## src/rtl/dsadc_pkg.sv

```systemverilog
package dsadc_pkg;

  typedef enum logic [1:0] {
    PH_AZ    = 2'd0,
    PH_INT   = 2'd1,
    PH_DEINT = 2'd2
  } phase_t;

  // Active-high segment pattern, bit 0 = a ... bit 6 = g
  function automatic logic [6:0] seg7_on(input logic [3:0] d);
    logic [6:0] p;
    case (d)
      4'd0:    p = 7'h3F;
      4'd1:    p = 7'h06;
      4'd2:    p = 7'h5B;
      4'd3:    p = 7'h4F;
      4'd4:    p = 7'h66;
      4'd5:    p = 7'h6D;
      4'd6:    p = 7'h7D;
      4'd7:    p = 7'h07;
      4'd8:    p = 7'h7F;
      4'd9:    p = 7'h6F;
      default: p = 7'h00;
    endcase
    return p;
  endfunction

endpackage

```

## src/rtl/dsadc_phase_ctrl.sv

```systemverilog
module dsadc_phase_ctrl
  import dsadc_pkg::*;
#(
  parameter int AZ_CYCLES  = 1000,
  parameter int INT_CYCLES = 1000
) (
  input  logic   clk,
  input  logic   rst_n,
  input  logic   comp_i,
  input  logic   pol_neg_i,
  input  logic   cnt_full_i,
  output phase_t phase_o,
  output logic   ref_pos_o,
  output logic   clr_o,
  output logic   inc_o,
  output logic   done_o,
  output logic   over_o
);

  localparam int LONGEST = (AZ_CYCLES > INT_CYCLES) ? AZ_CYCLES : INT_CYCLES;
  localparam int CW      = $clog2(LONGEST + 1);
  localparam logic [CW-1:0] AZ_LAST  = CW'(AZ_CYCLES - 1);
  localparam logic [CW-1:0] INT_LAST = CW'(INT_CYCLES - 1);

  phase_t        phase_q, phase_d;
  logic [CW-1:0] cnt_q, cnt_d;
  logic          refpos_q, refpos_d;

  always_comb begin
    phase_d  = phase_q;
    cnt_d    = cnt_q;
    refpos_d = refpos_q;
    clr_o    = 1'b0;
    inc_o    = 1'b0;
    done_o   = 1'b0;
    over_o   = 1'b0;
    case (phase_q)
      PH_AZ: begin
        if (cnt_q == AZ_LAST) begin
          phase_d = PH_INT;
          cnt_d   = '0;
        end else begin
          cnt_d = cnt_q + 1'b1;
        end
      end
      PH_INT: begin
        if (cnt_q == INT_LAST) begin
          phase_d  = PH_DEINT;
          cnt_d    = '0;
          refpos_d = pol_neg_i;
          clr_o    = 1'b1;
        end else begin
          cnt_d = cnt_q + 1'b1;
        end
      end
      PH_DEINT: begin
        if (comp_i) begin
          done_o  = 1'b1;
          phase_d = PH_AZ;
        end else if (cnt_full_i) begin
          done_o  = 1'b1;
          over_o  = 1'b1;
          phase_d = PH_AZ;
        end else begin
          inc_o = 1'b1;
        end
      end
      default: begin
        phase_d = PH_AZ;
        cnt_d   = '0;
      end
    endcase
  end

  always_ff @(posedge clk or negedge rst_n) begin
    if (!rst_n) begin
      phase_q  <= PH_AZ;
      cnt_q    <= '0;
      refpos_q <= 1'b0;
    end else begin
      phase_q  <= phase_d;
      cnt_q    <= cnt_d;
      refpos_q <= refpos_d;
    end
  end

  assign phase_o   = phase_q;
  assign ref_pos_o = refpos_q;

endmodule

```

## src/rtl/dsadc_bcd_count.sv

```systemverilog
module dsadc_bcd_count #(
  parameter int NFULL = 3
) (
  input  logic                  clk,
  input  logic                  rst_n,
  input  logic                  clr_i,
  input  logic                  inc_i,
  output logic [NFULL-1:0][3:0] digit_o,
  output logic                  lead_o,
  output logic                  full_o
);

  logic [NFULL:0]   carry;
  logic [NFULL-1:0] nine;
  logic             lead_q, lead_d;

  assign carry[0] = inc_i;

  for (genvar i = 0; i < NFULL; i++) begin : g_dig
    logic [3:0] d_q, d_d;

    assign nine[i]      = (d_q == 4'd9);
    assign carry[i+1]   = carry[i] && nine[i];
    assign digit_o[i]   = d_q;

    always_comb begin
      if (clr_i)         d_d = 4'd0;
      else if (carry[i]) d_d = nine[i] ? 4'd0 : d_q + 4'd1;
      else               d_d = d_q;
    end

    always_ff @(posedge clk or negedge rst_n) begin
      if (!rst_n) d_q <= 4'd0;
      else        d_q <= d_d;
    end
  end

  always_comb begin
    if (clr_i)             lead_d = 1'b0;
    else if (carry[NFULL]) lead_d = 1'b1;
    else                   lead_d = lead_q;
  end

  always_ff @(posedge clk or negedge rst_n) begin
    if (!rst_n) lead_q <= 1'b0;
    else        lead_q <= lead_d;
  end

  assign lead_o = lead_q;
  assign full_o = lead_q && (&nine);

endmodule

```

## src/rtl/dsadc_readout.sv

```systemverilog
module dsadc_readout
  import dsadc_pkg::*;
#(
  parameter int NFULL = 3
) (
  input  logic                  clk,
  input  logic                  rst_n,
  input  logic                  load_i,
  input  logic                  over_i,
  input  logic                  neg_i,
  input  logic                  range_i,
  input  logic [NFULL-1:0][3:0] digit_i,
  input  logic                  lead_i,
  output logic [7*NFULL-1:0]    seg_n_o,
  output logic [NFULL-1:0]      dp_n_o,
  output logic                  lead_one_n_o,
  output logic                  lead_minus_n_o,
  output logic                  over_o
);

  localparam int DP_LO_RANGE = NFULL - 1;
  localparam int DP_HI_RANGE = NFULL - 2;

  logic [NFULL-1:0][3:0] digit_q, digit_d;
  logic                  lead_q, lead_d;
  logic                  neg_q, neg_d;
  logic                  rng_q, rng_d;
  logic                  over_q, over_d;

  always_comb begin
    digit_d = digit_q;
    lead_d  = lead_q;
    neg_d   = neg_q;
    rng_d   = rng_q;
    over_d  = over_q;
    if (load_i) begin
      digit_d = digit_i;
      lead_d  = lead_i;
      neg_d   = neg_i;
      rng_d   = range_i;
      over_d  = over_i;
    end
  end

  always_ff @(posedge clk or negedge rst_n) begin
    if (!rst_n) begin
      digit_q <= '0;
      lead_q  <= 1'b0;
      neg_q   <= 1'b0;
      rng_q   <= 1'b0;
      over_q  <= 1'b0;
    end else begin
      digit_q <= digit_d;
      lead_q  <= lead_d;
      neg_q   <= neg_d;
      rng_q   <= rng_d;
      over_q  <= over_d;
    end
  end

  for (genvar i = 0; i < NFULL; i++) begin : g_out
    assign seg_n_o[7*i +: 7] = over_q ? 7'h7F : ~seg7_on(digit_q[i]);
    assign dp_n_o[i] = over_q ||
                       (rng_q ? (i != DP_HI_RANGE) : (i != DP_LO_RANGE));
  end

  assign lead_one_n_o   = !(lead_q || over_q);
  assign lead_minus_n_o = !neg_q;
  assign over_o         = over_q;

endmodule

```

## src/rtl/dsadc_seq.sv

```systemverilog
module dsadc_seq
  import dsadc_pkg::*;
#(
  parameter int AZ_CYCLES  = 1000,
  parameter int INT_CYCLES = 1000,
  parameter int NFULL      = 3
) (
  input  logic               clk,
  input  logic               rst_n,
  input  logic               comp_i,
  input  logic               pol_neg_i,
  input  logic               range_i,
  output logic               sw_in_en,
  output logic               sw_refp_en,
  output logic               sw_refn_en,
  output logic [7*NFULL-1:0] seg_n,
  output logic [NFULL-1:0]   dp_n,
  output logic               lead_one_n,
  output logic               lead_minus_n,
  output logic               overrange
);

  logic [1:0]            rst_sync_q;
  logic                  rst_int_n;
  phase_t                phase;
  logic                  ref_pos, cnt_clr, cnt_inc, conv_done, conv_over;
  logic                  cnt_full, cnt_lead;
  logic [NFULL-1:0][3:0] cnt_digit;

  always_ff @(posedge clk or negedge rst_n) begin
    if (!rst_n) rst_sync_q <= 2'b00;
    else        rst_sync_q <= {rst_sync_q[0], 1'b1};
  end
  assign rst_int_n = rst_sync_q[1];

  dsadc_phase_ctrl #(
    .AZ_CYCLES (AZ_CYCLES),
    .INT_CYCLES(INT_CYCLES)
  ) u_ctrl (
    .clk       (clk),
    .rst_n     (rst_int_n),
    .comp_i    (comp_i),
    .pol_neg_i (pol_neg_i),
    .cnt_full_i(cnt_full),
    .phase_o   (phase),
    .ref_pos_o (ref_pos),
    .clr_o     (cnt_clr),
    .inc_o     (cnt_inc),
    .done_o    (conv_done),
    .over_o    (conv_over)
  );

  dsadc_bcd_count #(.NFULL(NFULL)) u_count (
    .clk    (clk),
    .rst_n  (rst_int_n),
    .clr_i  (cnt_clr),
    .inc_i  (cnt_inc),
    .digit_o(cnt_digit),
    .lead_o (cnt_lead),
    .full_o (cnt_full)
  );

  dsadc_readout #(.NFULL(NFULL)) u_disp (
    .clk           (clk),
    .rst_n         (rst_int_n),
    .load_i        (conv_done),
    .over_i        (conv_over),
    .neg_i         (ref_pos),
    .range_i       (range_i),
    .digit_i       (cnt_digit),
    .lead_i        (cnt_lead),
    .seg_n_o       (seg_n),
    .dp_n_o        (dp_n),
    .lead_one_n_o  (lead_one_n),
    .lead_minus_n_o(lead_minus_n),
    .over_o        (overrange)
  );

  assign sw_in_en   = (phase == PH_INT);
  assign sw_refp_en = (phase == PH_DEINT) &&  ref_pos;
  assign sw_refn_en = (phase == PH_DEINT) && !ref_pos;

endmodule

```

## config.mk

```make
export PLATFORM = sky130hd
export DESIGN_NAME = dsadc_seq
export DESIGN_NICKNAME = d
export VERILOG_FILES = /design/src/rtl/dsadc_pkg.sv /design/src/rtl/dsadc_phase_ctrl.sv /design/src/rtl/dsadc_bcd_count.sv /design/src/rtl/dsadc_readout.sv /design/src/rtl/dsadc_seq.sv
export SDC_FILE = /design/constraint.sdc
export NUM_CORES = 1
export LEC_CHECK = 0
export BUFFER_PORTS_ARGS = -buffer_cell sky130_fd_sc_hd__buf_4
export CAP_MARGIN = 10
export CORE_UTILIZATION = 52
export DETAILED_ROUTE_END_ITERATION = 8
export PLACE_DENSITY_LB_ADDON = 0.3
export SLEW_MARGIN = 15
export SYNTH_ARGS = -nofsm -noshare
export SYNTH_HDL_FRONTEND = slang
export SYNTH_SLANG_ARGS = --single-unit
```

## constraint.sdc

```tcl
create_clock -name clk -period 3.2 [get_ports clk]
set_input_delay 0.32 -clock clk [delete_from_list [all_inputs] [get_ports clk]]
set_output_delay 0.32 -clock clk [all_outputs]
set_load 0.005 [all_outputs]
```

Word level (Yosys, flattened, before mapping)
Memories as Yosys holds them, arrays and structs flattened. Cells that the tools add are included.

Flip-flop bits (word level): 44. Latch bits: 0. RAM bits: 0. Memory bits (read-only): 336. Bits of input ports: 5. Output and inout port bits: 30. Memories kept: 3.

Memories: (no name shown) (depth 16, bits a word 7, rd ports 1, clocked after memory_dff 0, write ports 0, line dsadc_pkg.sv:12) `case (d)`; (no name shown) (depth 16, bits a word 7, rd ports 1, clocked after memory_dff 0, write ports 0, line dsadc_pkg.sv:12); (no name shown) (depth 16, bits a word 7, rd ports 1, clocked after memory_dff 0, write ports 0, line dsadc_pkg.sv:12).

Add/subtract/negate cells: 4. $mul: 0. Div/mod/pow operators: 0. Magnitude comparators: 0. Equal/unequal tests: 9. Shift-type cells: 0. Muxes and demuxes: 33. Bitwise operators: 3. Reductions and logical operators: 21.

Operator list (number): 2-to-1 mux 4 bit (9); 2-to-1 mux 7 bit (3); NOT 7 bit (3); one-hot mux 10 bit (2 select lines) (1); 2-to-1 mux 1 bit (14); adder 4 x 1 -> 4 bit (second input constant) (3); == test 4 bit (second input constant) (3); adder 10 x 1 -> 10 bit (second input constant) (1); == test 10 bit (second input constant) (1); 2-to-1 mux 10 bit (1); 2-to-1 mux 2 bit (4); nonzero test 2 bit (4); logical AND 1 bit (6); one-hot mux 2 bit (3 select lines) (1); AND reduction 3 bit (2); inequality test 2 x 1 -> 1 bit (second input constant) (2); zero test 1 bit (3); logical OR 1 bit (3); inequality test 3 bit (second input constant) (1); == test 2 x 1 -> 1 bit (second input constant) (1); == test 2 bit (second input constant) (1); zero test 2 bit (1); AND reduction 2 bit (1); OR reduction 2 bit (1).

Depth between registers and ports, before layout
Word-level depth: 11. Depth in mapped cells: 6.

Cells and area by module
A second synthesis with hierarchy kept.

Cells, all modules: 303. Area, all modules: 2874.0 um^2.

By module, submodules not included: dsadc_readout (instances 1, cells an instance 143, area an instance 1278.7 um^2, sequential area each 400.4 um^2); dsadc_bcd_count (instances 1, cells an instance 80, area an instance 757.0 um^2, sequential area each 325.3 um^2); dsadc_phase_ctrl (instances 1, cells an instance 74, area an instance 757.0 um^2, sequential area each 325.3 um^2); dsadc_seq (instances 1, cells an instance 6, area an instance 81.3 um^2, sequential area each 50.0 um^2).

Least setup slack after synthesis
OpenSTA, ideal clock, no wires.

Path type: register to register. Start point: reg u_count.g_dig[0].d_q[1]. End point: reg u_disp.digit_q[10] (netlist name). Setup time: 0.125 ns. Arrival: 1.738 ns. Required time: 3.075 ns. Setup slack: 1.337 ns. Cell stages (with the launch flop): 7. Path buffers: 2. Cell sequence: dfrtp_1 -> nor4bb_1 -> buf_4 -> nand4_4 -> a21oi_4 -> buf_12 -> mux2_4.

Word-level cells in the longest chain between the ends: 6.

Ends and longest elaborated chain: start: declaration (line dsadc_bcd_count.sv:20) `logic [3:0] d_q, d_d;`; start signal: assignment (line dsadc_bcd_count.sv:33) `if (!rst_n) d_q <= 4'd0;`; start signal: assignment (line dsadc_bcd_count.sv:34) `else d_q <= d_d;`; == test 4 bit (line dsadc_bcd_count.sv:22) `assign nine[i] = (d_q == 4'd9);`; AND reduction 3 bit (line dsadc_bcd_count.sv:50) `assign full_o = lead_q && (&nine);`; logical AND 1 bit (line dsadc_bcd_count.sv:50); 2-to-1 mux 1 bit (line dsadc_phase_ctrl.sv:60) `end else if (cnt_full_i) begin`; 2-to-1 mux 1 bit (line dsadc_phase_ctrl.sv:57) `if (comp_i) begin`; 2-to-1 mux 1 bit (line dsadc_phase_ctrl.sv:37) `case (phase_q)`; end signal: assignment (line dsadc_readout.sv:53) `digit_q <= digit_d;`; end: declaration (line dsadc_readout.sv:24) `logic [NFULL-1:0][3:0] digit_q, digit_d;`.

Every way passes these cells. A chain may end at the register's enable or synchronous reset.

Worst setup path in the final report
Start point: reg u_count.g_dig[0].d_q[1]. End point: reg u_disp.digit_q[6] (netlist name).

The elaborated chain is that of the path after synthesis.

==> out/metrics.yaml <==
run_status:
  status: "finished clean"
placement:
  hpwl_mm: 3.71
  dp_cells: 391
  placed_cell_area_um2: 3160
  gp_congestion: 0.798
  port-buffer-count: 33
floorplanning:
  die_height_um: 76.4
  die-area_um2: 5830
  row_count: 26
  pin_count: 35
  start_util_pct: 55.3
  dieWidth_um: 76.4
  core_um2: 5200
yosys:
  ys_seq_area_share_pct: 38.3
  synth_seq_cells: 44
  netlist-cell-type-count: 53
  syn_area_per_cell_um2: 9.65
  synth_ff_type: "dfrtp_1"
  netlist_area_um2: 2880
  synth_warnings: 0
  synth_area_leaders: "dfrtp_1 (38%), ha_1 (8.3%), mux2_4 (3.7%), o21bai_1 (3.4%), a21oi_1 (3.3%)"
  synthArstFlopShare_pct: 100
  yosys.area.top_type: "dfrtp_1"
  synth-edff-count: 0
  synthCells: 298
  synth_top_cell_area_share_pct: 38.3
final_layout:
  final_nets: 353
  final_area_um2: 3270
  antenna_cells: 0
  final_cell_mix: "dfrtp_1 (44), buf_4 (38), a21oi_1 (19), ha_1 (19), nand2_1 (17)"
  mostFrequentLayoutCell: "dfrtp_1"
  syn2layout_area_growth_pct: 13.6
  drive_gt1_share_pct: 22.1
  finish.utilization_pct: 62.8
  final_cells: 400
  multi_input_area_um2: 1630
  seq_area_um2: 1100
  num-fill-cells: 459
global_route:
  antenna_found_initial: 0
  grt-ovfl-total: 0
  grt_pass1_vias: 2108
  grt_usage_pct: 19.5
  grt_max_degree: 43
  grt_first_pass_wirelength_mm: 9.38
clock_tree:
  clkTransAtPathRegs_ns: 0.08
  clk_latency_ns: 0.30
  cts_buffer_depth: 2
  cts-root-buf: "clkbuf_8"
  cts_max_level: 2
  cts_made_buffers: 5
  cts_sinks: 44
  tritoncts: "done"
power_and_ir_drop:
  swShare_pct: 28.8
  sequentialPowerShare_pct: 54.5
  p_leak_nw: 1.58
  power_density_nw_per_um2: 391
  clkPwrFrac_pct: 27.9
  combPwrFrac_pct: 17.6
  p_sw_mw: 0.368
  cellInternalPower_mw: 0.911
  ir_drop_mv: 0.451
timing:
  fin_skew_ns: 0.00556
  grt_setup_unrepaired: "no"
  period_needed_ns: 2.16
  relSlewSlack_pct: 54.7
  final.setup.tns_ns: 0
  post-route-period-util_pct: 67.6
  hold_viol_final: 0
  worst_pin_slew_ns: 0.679
  hold_slack_ns: 0.247
  slew_violations: 0
  setup_viol: 0
  clock.fmax_ghz: 0.462
drt:
  routed.top_layer: "met4"
  via_per_inst: 5.52
  drt_first_pass_iters: 4
  vias: 2208
  first_iter_violations: 126
  ant_nets: 0
  met1_length_mm: 2.50
  routedWlPerCell_um: 13.2
  wl_met3_um: 171
  dr_wl_met2_mm: 2.53
  drc: 0
  drt_wl_total_mm: 5.26
worst_setup_path:
  crit_type: "reg2reg"
  critPathMaxFanout: 15
  required_ns: 3.39
  critical_path.top_delay_family: "compound AO/OA/AOI/OAI gates"
  max_stage_delay_ns: 0.54
  end_kind: "flip-flop"
  worst-path-buf-inv: 1
  start_kind: "flip-flop"
  cp_cell_sequence: "nor4bb_1, buf_4, nand4_4, a21oi_4, mux2_2"
  arrival_ns: 2.35
  slowest_stage: "a21oi_4"
worst_hold_path:
  hp-class: "in2reg"
run:
  cap_violations: 0
## worst register-to-register path: cells and delay by family, from the launching register on
kind | cells | cell delay, ns
compound gates | 1 | 0.54
flops | 1 | 0.45
simple gates | 2 | 0.45
mux | 1 | 0.40
buf+inv | 1 | 0.21
## power groups by stage
stage | Sequential, mW | Clock [mW] | Combinational, mW
after detailed placement | 0.706 | 0 | 0.223
after CTS | 0.694 | 0.369 | 0.227
after global placement | 0.702 | 0 | 0.215
final | 0.697 | 0.357 | 0.225
after global routing | 0.710 | 0.387 | 0.254
after floorplan | 0.671 | 0 | 0.194
## cell usage after synthesis (all sizes together), types with 9 or more instances
cell type	n
nand2b	15
o21bai	13
nor2b	9
clkbuf	9
nor2	16
a21oi	20
o21ai	9
ha	19
inv	16
dfrtp	44
mux2	14
nand3	13
nand2	17
## path summary, 6_finish.rpt
check / cells after the start / slack [ns] / from / end
max reg2reg: 5 / 1.04 / u_count.g_dig[0].d_q[1] / u_disp.digit_q[6]
min: 2 / 0.25 / comp_i / u_disp.over_o
max in group asynchronous: 1 / 2.54 / rst_sync_q[1] / u_disp.digit_q[7]
min reg2reg: 1 / 0.31 / rst_sync_q[1] / u_disp.digit_q[3]
min in group asynchronous: 1 / 0.31 / rst_sync_q[1] / u_disp.digit_q[3]
max: 5 / 1.04 / u_count.g_dig[0].d_q[1] / u_disp.digit_q[6]
## sequential cells by signal (all words and copies together) (netlist names)
| name | cells |
|---|---|
| u_ctrl.cnt_q | 10 |
| u_ctrl.phase_o | 2 |
| u_count.g_dig.d_q | 12 |
| u_disp.rng_q | 1 |
| u_count.lead_o | 1 |
| u_disp.over_o | 1 |
| u_ctrl.ref_pos_o | 1 |
| u_disp.digit_q | 12 |
| u_disp.lead_q | 1 |
| rst_sync_q | 2 |
| u_disp.neg_q | 1 |
## cells by family after synthesis
| kind of cell | count (synthesis) | synth area share (%) |
|---|---|---|
| AND/OR/NAND/NOR | 106 | 21.7 |
| other | 1 | 0.130 |
| multiplexers | 17 | 7.44 |
| flip-flops | 44 | 38.3 |
| XOR/XNOR | 7 | 2.13 |
| AO/OA/AOI/OAI | 72 | 16.9 |
| buffers and inverters | 32 | 5.18 |
| adder cells (fa/ha/maj) | 19 | 8.26 |
## through the flow
step	setup WS, ns	total power, mW
after floorplan	1.34	0.864
after global placement	1.05	0.917
after detailed placement	1.04	0.929
after CTS	1.03	1.29
after global routing	0.917	1.35
final	1.04	1.28
## layout make-up
type	instances	area share, %
multi-input combinational	223	49.9
clock inverter	2	0.306
tap	70	2.68
inverter	16	1.84
clock buffer	6	2.53
timing repair buffer	39	9.04
sequential	44	33.7
## metal layers
layer / track usage (%) / vias up
met5: 0 / -
met4: 5.38 / 0
met3: 3.71 / 6
met2: 33.3 / 35
met1: 25.3 / 1060
li1: - / 1107
## what timing repair did
item | in CTS | in global routing
hold buffers | 1 | 0
gates resized for setup | 0 | 0
setup buffers | 0 | 0
hold endpoints to repair | 2 | 0
Note: power is estimated with default switching activity, not from simulation.
